===== config.mk =====
export PLATFORM = sky130hd
export DESIGN_NAME = br_unit
export DESIGN_NICKNAME = d
export VERILOG_FILES = /design/src/rtl/br_pkg.sv /design/src/rtl/br_target_gen.sv /design/src/rtl/br_cond_eval.sv /design/src/rtl/br_unit.sv
export SDC_FILE = /design/constraint.sdc
export NUM_CORES = 1
export LEC_CHECK = 0
export BUFFER_PORTS_ARGS = -buffer_cell sky130_fd_sc_hd__clkbuf_2
export CORE_MARGIN = 2
export CORE_UTILIZATION = 35
export CTS_BUF_LIST = sky130_fd_sc_hd__clkbuf_8
export DETAILED_ROUTE_END_ITERATION = 6
export GPL_ROUTABILITY_DRIVEN = 0
export GPL_TIMING_DRIVEN = 1
export PLACE_DENSITY = 0.66
export SETUP_SLACK_MARGIN = 0.02
export SLEW_MARGIN = 20
export SYNTH_ARGS = -nofsm -noshare
export SYNTH_HDL_FRONTEND = slang
export SYNTH_HIERARCHICAL = 1
export SYNTH_SLANG_ARGS = --single-unit

===== constraint.sdc =====
create_clock -name clk -period 4.09 [get_ports clk]
set_input_delay 0.409 -clock clk [delete_from_list [all_inputs] [get_ports clk]]
set_output_delay 0.409 -clock clk [all_outputs]
set_load 0.02 [all_outputs]

===== src/rtl/br_pkg.sv =====
// Package: branch kind codes and the condition/side-effect record shared by
// the branch unit's submodules. Assumes a 4-bit kind field; unlisted codes
// are treated as "no branch".
package br_pkg;

    typedef enum logic [3:0] {
        BK_SHORT    = 4'd0,
        BK_LONG     = 4'd1,
        BK_PAGE     = 4'd2,
        BK_INDEX    = 4'd3,
        BK_ZERO     = 4'd4,
        BK_NZERO    = 4'd5,
        BK_CSET     = 4'd6,
        BK_CCLR     = 4'd7,
        BK_BSET     = 4'd8,
        BK_BCLR     = 4'd9,
        BK_BTSTCLR  = 4'd10,
        BK_CMPNE    = 4'd11,
        BK_DECNZ    = 4'd12
    } br_kind_e;

    typedef struct packed {
        logic taken;
        logic cy_wr;
        logic cy_val;
        logic dec_wr;
        logic bit_clr;
    } br_cond_t;

endpackage


===== src/rtl/br_target_gen.sv =====
// br_target_gen: combinational target address generator.
// Produces the branch target for the relative, long, page-absolute and
// indexed modes. Assumes seq_pc already points past the branch instruction;
// all additions wrap at PC_W bits.
module br_target_gen
    import br_pkg::*;
#(
    parameter int PC_W   = 16,
    parameter int DW     = 8,
    parameter int PAGE_W = 11
) (
    input  logic [3:0]           kind,
    input  logic [PC_W-1:0]      seq_pc,
    input  logic [DW-1:0]        rel_off,
    input  logic [PAGE_W-DW-1:0] page_hi,
    input  logic [DW-1:0]        addr_lo,
    input  logic [PC_W-1:0]      long_addr,
    input  logic [DW-1:0]        acc,
    input  logic [PC_W-1:0]      dptr,
    output logic [PC_W-1:0]      target
);
    localparam int EXT_W = PC_W - DW;

    logic [PC_W-1:0] rel_tgt;
    logic [PC_W-1:0] idx_tgt;
    logic [PC_W-1:0] page_tgt;

    // Signed displacement and indexed sums, modulo 2^PC_W.
    always_comb begin
        rel_tgt = seq_pc + {{EXT_W{rel_off[DW-1]}}, rel_off};
        idx_tgt = dptr + {{EXT_W{1'b0}}, acc};
    end

    // Page target: keep the page bits of seq_pc when the PC is wider than a page.
    generate
        if (PC_W > PAGE_W) begin : g_page_keep
            assign page_tgt = {seq_pc[PC_W-1:PAGE_W], page_hi, addr_lo};
        end else begin : g_page_full
            assign page_tgt = {page_hi, addr_lo};
        end
    endgenerate

    // Select the target that matches the branch kind.
    always_comb begin
        case (kind)
            BK_LONG:  target = long_addr;
            BK_PAGE:  target = page_tgt;
            BK_INDEX: target = idx_tgt;
            default:  target = rel_tgt;
        endcase
    end

endmodule


===== src/rtl/br_cond_eval.sv =====
// br_cond_eval: combinational condition and side-effect evaluator.
// Decides whether the branch is taken and which carry, decrement and
// bit-clear side effects the kind produces. Assumes unsigned compare operands.
module br_cond_eval
    import br_pkg::*;
#(
    parameter int DW = 8
) (
    input  logic [3:0]    kind,
    input  logic [DW-1:0] acc,
    input  logic          cy_in,
    input  logic          bit_in,
    input  logic [DW-1:0] cmp_a,
    input  logic [DW-1:0] cmp_b,
    input  logic [DW-1:0] dec_opnd,
    output br_cond_t      cond,
    output logic [DW-1:0] dec_val
);
    logic acc_zero;

    // Decremented operand and accumulator zero test.
    always_comb begin
        dec_val  = dec_opnd - {{(DW-1){1'b0}}, 1'b1};
        acc_zero = (acc == '0);
    end

    // Per-kind condition and side-effect selection.
    always_comb begin
        cond = '0;
        case (kind)
            BK_SHORT, BK_LONG, BK_PAGE, BK_INDEX: cond.taken = 1'b1;
            BK_ZERO:    cond.taken = acc_zero;
            BK_NZERO:   cond.taken = !acc_zero;
            BK_CSET:    cond.taken = cy_in;
            BK_CCLR:    cond.taken = !cy_in;
            BK_BSET:    cond.taken = bit_in;
            BK_BCLR:    cond.taken = !bit_in;
            BK_BTSTCLR: begin
                cond.taken   = bit_in;
                cond.bit_clr = bit_in;
            end
            BK_CMPNE: begin
                cond.taken  = (cmp_a != cmp_b);
                cond.cy_wr  = 1'b1;
                cond.cy_val = (cmp_a < cmp_b);
            end
            BK_DECNZ: begin
                cond.taken  = (dec_val != '0);
                cond.dec_wr = 1'b1;
            end
            default: cond = '0;
        endcase
    end

endmodule


===== src/rtl/br_unit.sv =====
// br_unit: branch condition and target unit (top).
// Samples a branch request when req_valid is high and returns, one cycle
// later, the taken flag, next PC and side-effect requests. Assumes the core
// holds no other branch in flight; synchronous active-low reset.
module br_unit
    import br_pkg::*;
#(
    parameter int PC_W   = 16,
    parameter int DW     = 8,
    parameter int PAGE_W = 11
) (
    input  logic                 clk,
    input  logic                 rst_n,
    input  logic                 req_valid,
    input  logic [3:0]           br_kind,
    input  logic [PC_W-1:0]      seq_pc,
    input  logic [DW-1:0]        rel_off,
    input  logic [PAGE_W-DW-1:0] page_hi,
    input  logic [DW-1:0]        addr_lo,
    input  logic [PC_W-1:0]      long_addr,
    input  logic [DW-1:0]        acc,
    input  logic [PC_W-1:0]      dptr,
    input  logic                 cy_in,
    input  logic                 bit_in,
    input  logic [DW-1:0]        cmp_a,
    input  logic [DW-1:0]        cmp_b,
    input  logic [DW-1:0]        dec_opnd,
    output logic                 rsp_valid,
    output logic                 taken,
    output logic [PC_W-1:0]      next_pc,
    output logic                 cy_wr,
    output logic                 cy_out,
    output logic                 dec_wr,
    output logic [DW-1:0]        dec_out,
    output logic                 bit_clr
);
    logic [PC_W-1:0] target;
    br_cond_t        cond;
    logic [DW-1:0]   dec_val;

    br_target_gen #(.PC_W(PC_W), .DW(DW), .PAGE_W(PAGE_W)) u_tgt (
        .kind      (br_kind),
        .seq_pc    (seq_pc),
        .rel_off   (rel_off),
        .page_hi   (page_hi),
        .addr_lo   (addr_lo),
        .long_addr (long_addr),
        .acc       (acc),
        .dptr      (dptr),
        .target    (target)
    );

    br_cond_eval #(.DW(DW)) u_cond (
        .kind     (br_kind),
        .acc      (acc),
        .cy_in    (cy_in),
        .bit_in   (bit_in),
        .cmp_a    (cmp_a),
        .cmp_b    (cmp_b),
        .dec_opnd (dec_opnd),
        .cond     (cond),
        .dec_val  (dec_val)
    );

    // Response register: pulse flags per request, hold data between requests.
    always_ff @(posedge clk) begin
        if (!rst_n) begin
            rsp_valid <= 1'b0;
            taken     <= 1'b0;
            next_pc   <= '0;
            cy_wr     <= 1'b0;
            cy_out    <= 1'b0;
            dec_wr    <= 1'b0;
            dec_out   <= '0;
            bit_clr   <= 1'b0;
        end else begin
            rsp_valid <= req_valid;
            taken     <= req_valid && cond.taken;
            cy_wr     <= req_valid && cond.cy_wr;
            dec_wr    <= req_valid && cond.dec_wr;
            bit_clr   <= req_valid && cond.bit_clr;
            if (req_valid) begin
                next_pc <= cond.taken ? target : seq_pc;
            end
            if (req_valid && cond.cy_wr) begin
                cy_out <= cond.cy_val;
            end
            if (req_valid && cond.dec_wr) begin
                dec_out <= dec_val;
            end
        end
    end

    // an idle cycle carries no taken flag or side effect.
    a_r13_idle_quiet: assert property (@(posedge clk) disable iff (!rst_n)
        !rsp_valid |-> !(taken || cy_wr || dec_wr || bit_clr));

    // a not-taken response returns the sequential address of the request.
    a_r2_fallthrough: assert property (@(posedge clk) disable iff (!rst_n)
        $past(req_valid) && rsp_valid && !taken |-> next_pc == $past(seq_pc));

    // a bit clear request only accompanies a taken branch.
    a_r9_clear_taken: assert property (@(posedge clk) disable iff (!rst_n)
        bit_clr |-> taken);

    // decrement-and-jump is taken exactly when its result is non-zero.
    a_r11_dec_taken: assert property (@(posedge clk) disable iff (!rst_n)
        dec_wr |-> (taken == (dec_out != '0)));

    // the compare carry reflects unsigned less-than of the operands.
    a_r10_cmp_carry: assert property (@(posedge clk) disable iff (!rst_n)
        cy_wr |-> cy_out == ($past(cmp_a) < $past(cmp_b)));

    // a page-absolute target stays in the page of the next instruction.
    a_r5_same_page: assert property (@(posedge clk) disable iff (!rst_n)
        $past(req_valid) && ($past(br_kind) == BK_PAGE) && rsp_valid
        |-> taken && next_pc[PC_W-1:PAGE_W] == $past(seq_pc[PC_W-1:PAGE_W]));

endmodule


# Word level (Yosys, flattened, before mapping)

Cells that the tools add are included.

Word-level logic and storage cells: 43
Input bits: 108
Bits in registers: 30
Output and inout port bits: 30

Reductions and logical operators: 12
$lt $le $gt $ge: 1
Mux-type cells: 6
Add/subtract/negate cells: 3
Equal/unequal tests: 13

Operators with widths:

| operator                                                              | number |
|---|---|
| 16-bit case mux with 3 select lines                                   | 1 |
| 4-bit equality test, second input constant                            | 5 |
| 16-bit adder                                                          | 1 |
| 16-bit by 8-bit adder with 16-bit output                              | 1 |
| 4-bit by 3-bit equality test with 1-bit output, second input constant | 4 |
| 16-bit 2-to-1 mux                                                     | 1 |
| 1-bit case mux with 9 select lines                                    | 1 |
| 4-bit by 2-bit equality test with 1-bit output, second input constant | 2 |
| 8-bit zero test                                                       | 1 |
| 8-bit < comparator                                                    | 1 |
| 8-bit inequality test                                                 | 1 |
| 8-bit nonzero test                                                    | 1 |
| 8-bit by 1-bit subtractor with 8-bit output, second input constant    | 1 |
| 4-bit by 1-bit equality test with 1-bit output, second input constant | 1 |
| 1-bit logical AND                                                     | 4 |
| 4-bit zero test                                                       | 1 |
| 4-bit OR reduction                                                    | 1 |
| 1-bit zero test                                                       | 3 |
| 1-bit 2-to-1 mux                                                      | 2 |
| 2-bit 2-to-1 mux                                                      | 1 |
| 2-bit OR reduction                                                    | 1 |

# Logic depth before layout (Yosys ltp)

Word-level depth: 4
Gate-level depth with buffers: 11
Mapped depth without buffers: 11

# Modules after synthesis

The synthesis kept the hierarchy.

By module, submodules not included:

| module        | seq. area each (um^2) | times used | cells an instance | area each (um^2) |
|---|---|---|---|---|
| br_target_gen | 0.0                   | 1          | 259               | 1786.7 |
| br_unit       | 600.6                 | 1          | 121               | 1222.4 |
| br_cond_eval  | 0.0                   | 1          | 67                | 470.5 |

# Least setup slack after synthesis

Ideal clock, no wire load.

Kind: input to register
From: in dec_opnd[1]
To: reg next_pc[4]
Path buffers: 2
Setup time: 119 ps
Data arrival time: 2544 ps
Path slack: 1427 ps
Stages: 11
Data required time: 3971 ps
Cells stage by stage: inv_1 ha_1 nor3b_1 or3b_1 xnor2_1 or4_1 a22o_1 buf_6 buf_8 mux2i_1 a21oi_1

RTL lines:

| element                | line          | RTL |
|---|---|---|
| start: declaration     | br_unit.sv:27 | `input logic [DW-1:0] dec_opnd,` |
| end signal: assignment | br_unit.sv:83 | `next_pc <= cond.taken ? target : seq_pc;` |
| end: declaration       | br_unit.sv:30 | `output logic [PC_W-1:0] next_pc,` |

==> results.toml <==
[critical_path]
crit_family = "simple AND/OR/NAND/NOR gates"
cp_data_arrival_time_ns = 3.10
start_kind = "input port"
crit_required_ns = 4.20
critPathSlowestCell = "a22o_1"
cp_cell_sequence = "clkbuf_2, inv_1, ha_1, nor3b_1, or3b_1, xnor2_1, or4_1, a22o_1, mux2i_1, a21oi_1"
critPathKind = "in2reg"
slowest_delay_ns = 0.54
endpoint_kind = "flip-flop"
critPathMaxFanout = 17
worst-path-buf-inv = 2

[finish]
drive_gt1_frac = 0.280
fin_nets = 713
fillCellCount = 1029
register_area_um2 = 601
antenna_cells = 0
area_delta_synth_final_pct = 22.5
multi_input_area_um2 = 2590

[floorplan]
die_area_um2 = 10800
core-area_um2 = 9730
start_util = 0.358
num_rows = 36
ios = 138
fp.dieW_um = 104
fp.dieH_um = 104

[clock_network]
cts-root-buf = "clkbuf_8"
cts_buffer_depth = 2
post_cts_buffers = 0
ctsHoldBuffers = 0
clk_pin_slew_ns = 0.06
cts_sinks = 30
cts_buffers = 5
h-tree-depth = 2
cts_tree = "done"
clkLatencyLatePin_ns = 0.27
cts_resized = 0

[power_and_ir_drop]
p_switching_mw = 0.374
peakVddDrop_mv = 0.175
swShare = 0.370
pwr-share-comb = 0.451
leakagePower_nw = 2.08
p_per_area_nw_per_um2 = 237
sequentialPowerShare = 0.313
p_clk_frac = 0.235
internal_power_mw = 0.637

[timing]
fin_skew_ns = 0
hold_viol = 0
grt_setup_unrepaired = "false"
setup_viol = 0
worst_pin_slew_ns = 1.00
fin_crit_ns = 2.99
fmax_mhz = 335
tns_ns = 0
worst_slack_ns = 1.10
period_share = 0.731
slew_headroom = 0.333
final-max-slew-violation-count = 0
whs_ns = 0.457

[routing]
firstDrtPassIters = 5
detail_route.wl_per_cell_um = 15.0
drc = 0
antenna_left = 0
vias_per_cell = 5.26
vias = 3704
first_iter_violations = 172
totalWireLength_mm = 10.6

[placed_design]
dpl.hpwl_mm = 8.47
portBuffers = 137
pre_cts_slack_ns = 0.849

[global_route]
grt_pass1_wl_mm = 17.2
grt_max_degree = 56
antenna_found_initial = 0
grt_usage = 0.189
grt-ovfl-total = 0
first_global_vias = 3537

[synth]
yosysUniqueCellTypes = 67
ys_warn_count = 6
yosys_register_bits = 30
syn-instance-count = 447
syn-num-nets = 590
synthFlopType = "dfxtp_1"
syn_avg_cell_area_um2 = 7.78
synth_edf_count = 0
synth_seq_area_share = 0.173
syn_area_um2 = 3480
async_flop_share = 0

[outcome]
outcome = "finished, final reports clean"

[flow_run]
maxCapViolCount = 0

[hold_path]
hp-class = "in2reg"
-- worst paths after layout --
check,start,to,slack [ns],cells past startpoint
max reg2reg,dec_out[4],dec_out[4],3.34,2
min,seq_pc[3],next_pc[3],0.46,3
min reg2reg,next_pc[8],next_pc[8],0.53,2
max,dec_opnd[0],next_pc[12],1.10,10
-- metal layers --
metal	wire length, um	GRT usage	part of all wire
met3	967	0.0535	0.092
met5	0	0	0
met1	4870	0.251	0.46
met2	4650	0.310	0.44
met4	70	0.0347	0.0066
-- through the flow --
step	instance area [um^2]	utilization	std cells	total power, mW
2_1_floorplan	3480	-	447	0.635
3_3_place_gp	4170	0.428	696	0.765
3_5_place_dp	4170	0.428	696	0.772
4_1_cts	4260	0.438	704	1.02
5_1_grt	4260	0.438	704	1.08
6_report	4260	0.438	704	1.01
-- registers in the layout, summed over array words and instances, names as in the netlist --
name / flops
next_pc: 16
cy_wr: 1
bit_clr: 1
rsp_valid: 1
dec_wr: 1
cy_out: 1
taken: 1
dec_out: 8
-- worst reg2reg max path, cell delays in order (launching register included) --
cell	delay [ns]
dfxtp_1	0.32
a21boi_0	0.12
o21a_1	0.21
-- synthesized netlist by cell type, types with 8 or more instances --
library cell / count / share of area
nor2_1: 26 / 0.028
a21boi_0: 9 / 0.019
nand2_1: 22 / 0.024
dfxtp_1: 30 / 0.17
o21ai_0: 44 / 0.063
a21oi_1: 41 / 0.059
nand3_1: 12 / 0.017
xor2_1: 13 / 0.033
mux2i_1: 18 / 0.052
inv_1: 30 / 0.032
nand4_1: 8 / 0.014
ha_1: 33 / 0.12
and3_1: 17 / 0.031
xnor2_1: 16 / 0.040
o21a_1: 14 / 0.030
-- area by class of cell --
type / instances / share of cell area
clock inverters: 2 / 0.00205
repair buffers: 138 / 0.163
inverters: 31 / 0.0273
well taps: 133 / 0.0390
multi-input cells: 364 / 0.609
flip-flops and latches: 30 / 0.141
clock buffers: 6 / 0.0194
-- cells by family after synthesis --
| family | synth area share |
|---|---|
| AOI/OAI and AO/OA | 0.303 |
| and+or+nand+nor | 0.182 |
| buffers and inverters | 0.0827 |
| adders and majority gates | 0.130 |
| xor gates and xnor gates | 0.0777 |
| DFF | 0.173 |
| muxes | 0.0518 |
-- cells in the final DEF, fill, tap and decap left out, drive strengths merged, types with 3 or more instances in the layout --
cell,synthesis,final
nor2,27,27
a31oi,5,5
dfxtp,30,30
a21oi,42,42
xor2,13,13
ha,33,33
a22oi,6,6
mux2i,18,18
a21boi,10,10
a32oi,6,6
and3,18,18
inv,30,31
nand3,12,12
o21ai,46,46
clkbuf,10,143
nor3,7,7
nand4,8,8
a21o,7,7
o211ai,7,7
o21a,14,14
nand2b,5,5
a221o,4,4
nor2b,3,3
nand2,23,23
xnor2,17,17
-- power groups by stage --
stage / registers, mW / logic [mW] / clock network, mW
2_1_floorplan: 0.343 / 0.292 / 0
3_3_place_gp: 0.323 / 0.442 / 0
3_5_place_dp: 0.323 / 0.448 / 0
4_1_cts: 0.317 / 0.452 / 0.249
5_1_grt: 0.318 / 0.504 / 0.260
6_report: 0.317 / 0.456 / 0.238
(Power assumes the default switching activity.)
